===== config.mk =====
export PLATFORM = sky130hd
export DESIGN_NAME = pm_cap_ctrl
export DESIGN_NICKNAME = d
export VERILOG_FILES = /design/src/rtl/pm_pkg.sv /design/src/rtl/pm_cfg_decode.sv /design/src/rtl/pm_state_fsm.sv /design/src/rtl/pm_gate.sv /design/src/rtl/pm_cap_ctrl.sv
export SDC_FILE = /design/constraint.sdc
export NUM_CORES = 1
export LEC_CHECK = 0
export CELL_PAD_IN_SITES_DETAIL_PLACEMENT = 2
export CELL_PAD_IN_SITES_GLOBAL_PLACEMENT = 2
export CORE_ASPECT_RATIO = 0.75
export CORE_MARGIN = 8
export CORE_UTILIZATION = 10
export DETAILED_ROUTE_END_ITERATION = 10
export PLACE_DENSITY_LB_ADDON = 0.1
export SYNTH_ARGS = -nofsm -noshare
export SYNTH_HDL_FRONTEND = slang
export SYNTH_HIERARCHICAL = 1
export SYNTH_SLANG_ARGS = --single-unit
export TNS_END_PERCENT = 10

===== constraint.sdc =====
create_clock -name clk -period 3.8 [get_ports clk]
set_clock_uncertainty 0.05 [all_clocks]
set_input_delay 0.38 -clock clk [delete_from_list [all_inputs] [get_ports clk]]
set_output_delay 0.38 -clock clk [all_outputs]
set_load 0.01 [all_outputs]

===== src/rtl/pm_pkg.sv =====
package pm_pkg;

    typedef enum logic [1:0] {
        PS_D0    = 2'b00,
        PS_D1    = 2'b01,
        PS_D3HOT = 2'b11
    } pwr_state_e;

    localparam logic [1:0]  CODE_D2      = 2'b10;
    localparam logic [7:0]  PM_CAP_ID    = 8'h01;
    localparam logic [15:0] PM_CAPS_WORD = 16'h0202;
    localparam logic [7:0]  PM_BSE_BYTE  = 8'h00;
    localparam logic [7:0]  PM_DATA_BYTE = 8'h00;

endpackage


===== src/rtl/pm_cfg_decode.sv =====
module pm_cfg_decode #(
    parameter int unsigned ADDR_W = 6,
    parameter logic [ADDR_W-1:0] CAP_DW = 6'h10
) (
    input  logic              rd,
    input  logic              wr,
    input  logic [ADDR_W-1:0] addr,
    input  logic              be0,
    output logic              sel_id,
    output logic              sel_csr,
    output logic              hit,
    output logic              rd_hit,
    output logic              csr_load
);
    localparam logic [ADDR_W-1:0] CSR_DW = CAP_DW + ADDR_W'(1);

    always_comb begin
        sel_id   = (addr == CAP_DW);
        sel_csr  = (addr == CSR_DW);
        hit      = (rd || wr) && (sel_id || sel_csr);
        rd_hit   = rd && (sel_id || sel_csr);
        csr_load = wr && sel_csr && be0;
    end
endmodule


===== src/rtl/pm_state_fsm.sv =====
module pm_state_fsm
    import pm_pkg::*;
(
    input  logic       clk,
    input  logic       rst_n,
    input  logic       load,
    input  logic [1:0] code,
    output pwr_state_e state
);
    pwr_state_e nxt;
    logic       legal;

    assign legal = load && (code != CODE_D2);

    always_ff @(posedge clk) begin
        if (!rst_n) state <= PS_D0;
        else        state <= nxt;
    end

    always_comb begin
        nxt = state;
        unique case (state)
            PS_D0: begin
                if (legal && code == PS_D1)         nxt = PS_D1;    // D0_TO_D1
                else if (legal && code == PS_D3HOT) nxt = PS_D3HOT; // D0_TO_D3HOT
            end
            PS_D1: begin
                if (legal && code == PS_D0)         nxt = PS_D0;    // D1_TO_D0
                else if (legal && code == PS_D3HOT) nxt = PS_D3HOT; // D1_TO_D3HOT
            end
            PS_D3HOT: begin
                if (legal && code == PS_D0)         nxt = PS_D0;    // D3HOT_TO_D0
                else if (legal && code == PS_D1)    nxt = PS_D1;    // D3HOT_TO_D1
            end
            default: nxt = PS_D0;
        endcase
    end

    assert_reset_d0_R1: assert property (@(posedge clk)
        !rst_n |=> state == PS_D0);

    assert_d2_ignored_R5: assert property (@(posedge clk) disable iff (!rst_n)
        (load && code == CODE_D2) |=> $stable(state));

    assert_load_d1_R4: assert property (@(posedge clk) disable iff (!rst_n)
        (load && code == 2'b01) |=> state == PS_D1);

    assert_no_load_hold_R6: assert property (@(posedge clk) disable iff (!rst_n)
        !load |=> $stable(state));
endmodule


===== src/rtl/pm_gate.sv =====
module pm_gate
    import pm_pkg::*;
(
    input  pwr_state_e state,
    input  logic       mst_en,
    input  logic       mem_en,
    input  logic       io_en,
    output logic       mst_ok,
    output logic       mem_ok,
    output logic       io_ok
);
    logic full_on;

    always_comb begin
        full_on = (state == PS_D0);
        mst_ok  = full_on && mst_en;
        mem_ok  = full_on && mem_en;
        io_ok   = full_on && io_en;
    end
endmodule


===== src/rtl/pm_cap_ctrl.sv =====
module pm_cap_ctrl
    import pm_pkg::*;
#(
    parameter int unsigned       ADDR_W   = 6,
    parameter logic [ADDR_W-1:0] CAP_DW   = 6'h10,
    parameter logic [7:0]        NEXT_PTR = 8'h00
) (
    input  logic              clk,
    input  logic              rst_n,
    input  logic              cfg_rd,
    input  logic              cfg_wr,
    input  logic [ADDR_W-1:0] cfg_addr,
    input  logic [3:0]        cfg_be,
    input  logic [31:0]       cfg_wdata,
    output logic              cfg_hit,
    output logic              cfg_rvalid,
    output logic [31:0]       cfg_rdata,
    input  logic              cmd_mst_en,
    input  logic              cmd_mem_en,
    input  logic              cmd_io_en,
    output logic              mst_allow,
    output logic              mem_claim_ok,
    output logic              io_claim_ok,
    output logic [1:0]        pwr_state
);
    localparam logic [31:0] ID_DWORD = {PM_CAPS_WORD, NEXT_PTR, PM_CAP_ID};

    logic       sel_id, sel_csr, rd_hit, csr_load;
    pwr_state_e state;
    logic [31:0] rd_mux;
    logic        unused_bits;

    assign unused_bits = ^{cfg_wdata[31:2], cfg_be[3:1]};

    pm_cfg_decode #(.ADDR_W(ADDR_W), .CAP_DW(CAP_DW)) u_dec (
        .rd       (cfg_rd),
        .wr       (cfg_wr),
        .addr     (cfg_addr),
        .be0      (cfg_be[0]),
        .sel_id   (sel_id),
        .sel_csr  (sel_csr),
        .hit      (cfg_hit),
        .rd_hit   (rd_hit),
        .csr_load (csr_load)
    );

    pm_state_fsm u_fsm (
        .clk   (clk),
        .rst_n (rst_n),
        .load  (csr_load),
        .code  (cfg_wdata[1:0]),
        .state (state)
    );

    pm_gate u_gate (
        .state  (state),
        .mst_en (cmd_mst_en),
        .mem_en (cmd_mem_en),
        .io_en  (cmd_io_en),
        .mst_ok (mst_allow),
        .mem_ok (mem_claim_ok),
        .io_ok  (io_claim_ok)
    );

    assign pwr_state = state;

    always_comb begin
        rd_mux = '0;
        if (sel_id)       rd_mux = ID_DWORD;
        else if (sel_csr) rd_mux = {PM_DATA_BYTE, PM_BSE_BYTE, 14'd0, state};
    end

    always_ff @(posedge clk) begin
        if (!rst_n) begin
            cfg_rvalid <= 1'b0;
            cfg_rdata  <= '0;
        end else begin
            cfg_rvalid <= rd_hit;
            cfg_rdata  <= rd_hit ? rd_mux : '0;
        end
    end

    assert_id_read_R2: assert property (@(posedge clk) disable iff (!rst_n)
        (cfg_rd && cfg_addr == CAP_DW) |=> (cfg_rvalid && cfg_rdata == ID_DWORD));

    assert_gate_off_R7: assert property (@(posedge clk) disable iff (!rst_n)
        (state != PS_D0) |-> !(mst_allow || mem_claim_ok || io_claim_ok));

    assert_rvalid_source_R9: assert property (@(posedge clk) disable iff (!rst_n)
        cfg_rvalid |-> $past(cfg_rd && cfg_hit));

    assert_csr_read_R3: assert property (@(posedge clk) disable iff (!rst_n)
        (cfg_rd && cfg_addr == CAP_DW + ADDR_W'(1))
            |=> (cfg_rvalid && cfg_rdata[31:2] == 30'd0 && cfg_rdata[1:0] == pwr_state));
endmodule


**Word-level counts from Yosys, hierarchy flattened**

Cells that the tools add are included.

- Logic and storage cells: 42
- Register bits after elaboration: 35
- Input bits: 49
- Output and inout port bits: 39

- Eq/ne operators: 8
- Bitwise gates (word level): 3
- Mux-type cells: 8
- Reduce and logical (&&, ||, !) cells: 18

Operators by type and width:

| operator | count |
|---|---|
| $mux 26 | 1 |
| $eq 6x5->1 const B | 2 |
| $mux 2 | 6 |
| $logic_and 1x1->1 | 11 |
| $pmux 2 s3 | 1 |
| $eq 2x1->1 const B | 2 |
| $eq 2x2->1 const B | 2 |
| $logic_not 2->1 | 2 |
| $reduce_or 4->1 | 1 |
| $ne 3x1->1 const B | 1 |
| $not 1->1 | 3 |
| $reduce_or 3->1 | 1 |
| $logic_or 1x1->1 | 2 |
| $ne 2x2->1 const B | 1 |
| $reduce_and 2->1 | 1 |

**Logic depth before layout (Yosys ltp)**

Gate-level depths: netlist of the first run.

- Depth in word-level cells: 8
- Mapped depth: 5
- Gate-level depth less buffers: 5

**By module**

Netlist of the first run, hierarchy kept.

By module, submodules not included:

| module | sequential area each (um2) | cells each | times used | area an instance (um2) |
|---|---|---|---|---|
| pm_cap_ctrl | 80.1 | 41 | 1 | 341.6 |
| pm_state_fsm | 40.0 | 10 | 1 | 102.6 |
| pm_cfg_decode | 0.0 | 9 | 1 | 83.8 |
| pm_gate | 0.0 | 3 | 1 | 22.5 |

**Least setup slack after synthesis of the first run**

No wires, ideal clock.

- Kind: input-to-output
- From: input port cfg_addr[3]
- To: output port cfg_hit
- Setup slack: 2.246 ns
- Buffers on the path: 0
- Required time: 3.370 ns
- Stages on the path: 2
- Data arrival time: 1.124 ns
- Path through: or3b_4 > nor4_2

- Longest elaborated chain between the ends: 3
- Elaborated cells on any way between the ends: 4
- Classes of those cells: 2 x eq/ne; 2 x reduce/logical

Ends and longest elaborated chain:

| item | RTL line | text |
|---|---|---|
| from (decl) | pm_cap_ctrl.sv:12 | `input logic [ADDR_W-1:0] cfg_addr,` |
| $eq 6x5->1, on equally long branches | pm_cfg_decode.sv:18, pm_cfg_decode.sv:19 |  |
| $logic_or 1x1->1 (*) | pm_cfg_decode.sv:20 | `hit = (rd \|\| wr) && (sel_id \|\| sel_csr);` |
| $logic_and 1x1->1 (*) | pm_cfg_decode.sv:20 |  |
| to (decl) | pm_cap_ctrl.sv:15 | `output logic cfg_hit,` |

Every way passes the cells marked *; elsewhere a longest branch is shown, timed or not.

**Final worst setup path of the first run**

- From: input port cfg_addr[4]
- To: output port cfg_hit

Same word-level chain as after synthesis.

==> flow_metrics.py, run 1 <==
metrics = {
    "cts": {
        "htreeDepth": 1,
        "cts_resized": 0,
        "clock-root-buffer": "clkbuf_8",
        "cts_made_buffers": 3,
        "cts-hold-fix-buffers": 0,
        "clk_latency_ns": 0.22,
        "path_clk_slew_ns": 0.03,
        "cts_buffer_depth": 2,
        "postCtsSetupBuffers": 0,
        "cts_tree": "yes",
        "cts.sinks": 6,
    },
    "logic_synthesis": {
        "synth_cell_types": 23,
        "netlist.area_leader.share": 0.3955,
        "ys_seq_elements": 6,
        "synth_area_leader_cell": "buf_4",
        "seq_area_frac_synth": 0.2182,
        "syn_avg_cell_area_sq_um": 8.739,
        "syn_area_sq_um": 550.5,
        "synthCells": 63,
        "yosys-top-cells-area": "buf_4 40%, dfxtp_1 22%, nor4b_4 4.3%, nor3b_1 4.1%, nor3_2 3.6%",
        "yosysWarnings": 6,
    },
    "detailed_routing": {
        "ant_nets": 0,
        "drt_iter0_markers": 14,
        "viasPerCell": 2.673,
        "wl_mm": 1.727,
        "dr.pass1.iters": 2,
        "top_layer": "met4",
        "drc": 0,
        "dr_wl_met3_um": 270,
        "wl_met2_um": 870,
        "drt-met1-wl_um": 568,
        "routedWlPerCell_um": 10.47,
        "via_count": 441,
    },
    "pwr": {
        "ir_drop_v": 0.00005792,
        "power.share.sequential": 0.319,
        "p_clk_frac": 0.463,
        "combPwrFrac": 0.218,
        "swShare": 0.2398,
        "leakagePower_nw": 0.3146,
        "power.density_nw_per_um2": 240.4,
        "switchingPower_mw": 0.04783,
        "power.internal_mw": 0.1516,
    },
    "global_route": {
        "grt_pass1_wl_mm": 2.546,
        "grt_overflow_total": 0,
        "first_global_vias": 500,
        "track_usage": 0.04027,
        "grt_max_degree": 9,
        "antenna_found_initial": 0,
    },
    "place": {
        "portBuffers": 26,
        "finalWeightedCongestion": 0.6207,
        "dp_hpwl_mm": 1.552,
    },
    "timing": {
        "setup_viol": 0,
        "finalHoldViolCount": 0,
        "rsz0062_at_grt": "false",
        "worstMarginPinSlew_ns": 0.5415,
        "final-max-slew-violation-count": 0,
        "timing.final.crit_share": 0.6514,
        "fin_crit_ns": 2.475,
        "fmax_ghz": 0.4040,
        "slew_headroom": 0.6357,
        "tns_ns": 0,
    },
    "die": {
        "dieHeight_um": 80.26,
        "ios": 88,
        "initial_utilization": 0.1034,
        "core-area_sq_um": 5324,
        "dieArea_sq_um": 8160,
        "rows": 23,
        "die_w_um": 101.7,
    },
    "job": {
        "max_cap_viol_count": 0,
    },
    "setup_path": {
        "worstPathMaxFanout": 5,
        "crit_type": "in -> out",
        "cp.arrival_ns": 2.05,
        "cp-start-kind": "input port",
        "end_kind": "primary output",
        "required_ns": 3.37,
    },
    "run_status": {
        "status": "completed",
    },
    "cells_and_area": {
        "diodes": 0,
        "area_growth_pct": 50.68,
        "drive_gt1_frac": 0.1444,
        "nFillCells": 629,
        "fin_util": 0.1558,
        "most-common-layout-cells": "28 x conb_1, 26 x clkdlybuf4s50_1, 6 x dfxtp_1",
        "final_common_cell": "conb_1",
        "final_nets": 141,
    },
    "min_path": {
        "hold_class": "reg -> reg",
    },
}
-- final timing paths --
path / from / to / slack [ns] / cells past startpoint
min reg2reg: u_fsm/state[0]$_SDFFE_PN0P_ / u_fsm/state[0]$_SDFFE_PN0P_ / 0.54 / 2
min: u_fsm/state[0]$_SDFFE_PN0P_ / u_fsm/state[0]$_SDFFE_PN0P_ / 0.54 / 2
max reg2reg: u_fsm/state[1]$_SDFFE_PN0P_ / u_fsm/state[0]$_SDFFE_PN0P_ / 2.84 / 3
max: cfg_addr[4] / cfg_hit / 1.32 / 4
-- metrics by stage --
step	worst slack [ns]	cells	instance area (sq um)	hold slack [ns]	total power, mW
floorplan	2.246	90	651.9	0.4503	0.1050
global placement	1.303	162	788.3	0.5405	0.1066
detailed placement	1.309	162	788.3	0.5516	0.1067
CTS	1.304	165	829.5	0.5575	0.2019
global route	1.241	165	829.5	0.5959	0.2133
finish	1.325	165	829.5	0.5447	0.1994
-- final cells by class --
class | instances | area (sq um) | share of cell area
multi-input cells | 54 | 310.3 | 0.3741
repair buffers | 26 | 260.3 | 0.3137
flip-flops and latches | 6 | 120.1 | 0.1448
well taps | 75 | 93.84 | 0.1131
clock buffers | 3 | 41.29 | 0.04977
inverters | 1 | 3.754 | 0.004525
-- state kept, by name (all words and copies together) (netlist names) --
name,cells
u_fsm/state,2
cfg_rvalid,1
cfg_rdata,3
-- synthesized netlist by cell type --
cell       n
nand3_2    1
conb_1     1
a21oi_1    1
nor4_1     1
nor4b_4    1
a21boi_2   1
or3b_1     1
nor2_1     3
dfxtp_1    6
nand2b_1   1
nor4_2     1
nand2_2    1
nor2b_4    1
or3b_4     1
nand2_1    3
nand3_1    1
o21ai_1    1
buf_4     29
nor3b_1    3
inv_1      1
nor3_2     2
a21boi_1   1
and3_2     1
-- worst max-delay path: stages --
cell	delay, ns
clkdlybuf4s50_1	0.44
or3b_4	0.43
nor4_2	0.22
clkdlybuf4s50_1	0.58
-- metal layers --
layer | up-vias | GRT usage
li1 | 204 | -
met1 | 204 | 0.03774
met2 | 31 | 0.07231
met3 | 2 | 0.02332
met4 | 0 | 0.01333
met5 | - | 0
-- kinds of logic (layout without fill, tap and decap cells) --
| logic type | count (synthesis) | in the layout | synth area share |
|---|---|---|---|
| flops | 6 | 6 | 0.2182 |
| simple gates | 22 | 22 | 0.3205 |
| buf+inv | 30 | 30 | 0.4023 |
| compound gates | 4 | 4 | 0.05226 |
| other cells | 1 | 28 | 0.006812 |
-- power by group through the flow --
stage / Combinational, mW / Sequential, mW / Clock, mW
global placement: 0.0420 / 0.0646 / 0
finish: 0.0434 / 0.0637 / 0.0923
global route: 0.0477 / 0.0636 / 0.102
floorplan: 0.0404 / 0.0646 / 0
CTS: 0.0423 / 0.0637 / 0.0959
detailed placement: 0.0421 / 0.0646 / 0
Power figures use the tool's default switching activity.
==> run 2, diff against run 1 <==
Clock period 3.8 ns to 2.15 ns, I/O delays scaled along.
==> flow_metrics.py, run 2 (synthesis gave the netlist of run 1 again) <==
metrics = {
    "place": {
        "dp_hpwl_mm": 1.553,
        "dp.cells": 164,
        "portBuffers": 26,
        "finalWeightedCongestion": 0.6320,
    },
    "detailed_routing": {
        "viasPerCell": 2.641,
        "ant_nets": 0,
        "drc": 0,
        "wl_mm": 1.699,
        "routedWlPerCell_um": 10.17,
        "drt_iter0_markers": 7,
        "dr.pass1.iters": 2,
        "via_count": 441,
    },
    "cts": {
        "cts_made_buffers": 3,
        "postCtsSetupBuffers": 0,
        "cts_resized": 0,
        "cts_tree": "yes",
        "htreeDepth": 1,
        "clock-root-buffer": "clkbuf_8",
        "clk_latency_ns": 0.22,
        "path_clk_slew_ns": 0.03,
        "cts.sinks": 6,
        "cts_buffer_depth": 2,
        "cts-hold-fix-buffers": 0,
    },
    "setup_path": {
        "slowest_stage": "clkdlybuf4s50_1",
        "ff2ff_path_depth": 3,
        "worstPathMaxFanout": 4,
        "cp.arrival_ns": 1.85,
        "end_kind": "flip-flop",
        "crit_chain": "clkdlybuf4s50_1, or3b_4, buf_4, nor3_2, nor2b_4, o21ai_1, a21boi_1",
        "rrSetupSlack_ns": 1.19,
        "cpPeakStageDelay_ns": 0.44,
        "crit_buf_inv": 2,
        "crit_type": "in -> reg",
        "cp-start-kind": "input port",
        "r2r_end": "u_fsm/state[0]$_SDFFE_PN0P_",
        "timing.rr.start": "u_fsm/state[1]$_SDFFE_PN0P_",
        "critPathTopFamily": "simple AND/OR/NAND/NOR gates",
        "required_ns": 2.25,
    },
    "global_route": {
        "first_global_vias": 502,
        "antenna_found_initial": 0,
        "track_usage": 0.04046,
        "grt_pass1_wl_mm": 2.594,
        "grt_overflow_total": 0,
        "grt_max_degree": 9,
    },
    "min_path": {
        "min-delay-start": "u_fsm/state[0]$_SDFFE_PN0P_",
        "hold_class": "reg -> reg",
        "hold_depth": 2,
        "hold_end": "u_fsm/state[0]$_SDFFE_PN0P_",
    },
    "timing": {
        "final-max-slew-violation-count": 0,
        "fin_crit_ns": 1.757,
        "rsz0062_at_grt": "false",
        "tns_ns": 0,
        "fmax_ghz": 0.5690,
        "setup_viol": 0,
        "finalHoldViolCount": 0,
        "timing.final.crit_share": 0.8174,
    },
    "die": {
        "rows": 23,
        "core-area_sq_um": 5324,
        "ios": 88,
        "dieArea_sq_um": 8160,
        "initial_utilization": 0.1034,
        "die_w_um": 101.7,
        "dieHeight_um": 80.26,
    },
    "pwr": {
        "leakagePower_nw": 0.3427,
        "ir_drop_v": 0.00009245,
        "power.density_nw_per_um2": 416.6,
    },
    "cells_and_area": {
        "nFillCells": 623,
        "final_common_cell": "conb_1",
        "layout.cells.non_filler": 167,
        "multiInputGateArea_sq_um": 310.3,
        "regMostFlops": "cfg_rdata",
        "area_growth_pct": 53.86,
        "drive_gt1_frac": 0.1630,
        "top_regs": "cfg_rdata x3, u_fsm/state x2, cfg_rvalid x1",
        "most-common-layout-cells": "28 x conb_1, 25 x clkdlybuf4s50_1, 6 x dfxtp_1",
        "ff_latch_area_sq_um": 120.1,
        "final_nets": 143,
        "largest_register_ff_count": 3,
        "diodes": 0,
    },
    "job": {
        "max_cap_viol_count": 0,
    },
    "run_status": {
        "status": "completed",
    },
}
## run 2: layer usage
| metal | vias to the layer above | part of all wire | GRT usage |
|---|---|---|---|
| met5 | - | 0 | 0 |
| met4 | 0 | 0.010 | 0.01333 |
| met3 | 2 | 0.13 | 0.01986 |
| met2 | 29 | 0.50 | 0.07166 |
| met1 | 202 | 0.36 | 0.04074 |
| li1 | 208 | - | - |
## run 2: final cells by class
class,instances,share of cell area
clock buffer,3,0.04874
sequential,6,0.1418
multi-input combinational,54,0.3663
timing repair buffer,28,0.3279
tap,75,0.1108
inverter,1,0.004431
## run 2: where the power goes
part	switching (mW)	internal [mW]	total [mW]	leakage, nW
clock network	0.0429	0.120	0.163	0.0216
registers	0.000273	0.112	0.113	0.0483
logic	0.0408	0.0369	0.0777	0.273
total	0.0840	0.269	0.353	0.343
## run 2: worst max-delay path by stage
stage | depth (start not counted) | slack [ns] | end | start
after CTS | 4 | 0.03 | cfg_hit | cfg_addr[4]
after global placement | 4 | 0.04 | cfg_hit | cfg_addr[4]
after floorplan | 5 | 0.83 | u_fsm/state[1]$_SDFFE_PN0P_ | cfg_addr[3]
after detailed placement | 4 | 0.03 | cfg_hit | cfg_addr[4]
after global routing | 7 | 0.26 | u_fsm/state[0]$_SDFFE_PN0P_ | cfg_addr[4]
final | 7 | 0.39 | u_fsm/state[0]$_SDFFE_PN0P_ | cfg_addr[4]
## run 2: per-stage QoR
| step | utilization | hold slack, ns | setup slack, ns | total power, mW | cell area, sq um |
|---|---|---|---|---|---|
| after floorplan | - | 0.2853 | 0.8337 | 0.1856 | 651.9 |
| after global placement | 0.1509 | 0.5404 | 0.03983 | 0.1897 | 803.3 |
| after detailed placement | 0.1509 | 0.5390 | 0.02632 | 0.1898 | 803.3 |
| after CTS | 0.1586 | 0.5426 | 0.02811 | 0.3572 | 844.6 |
| after global routing | 0.1591 | 0.5685 | 0.2552 | 0.3762 | 847.1 |
| final | 0.1591 | 0.5164 | 0.3925 | 0.3529 | 847.1 |
## run 2: worst reg2reg max path, stage by stage (launching register included)
cell,delay [ns]
dfxtp_1,0.51
nor2b_4,0.08
o21ai_1,0.13
a21boi_1,0.08
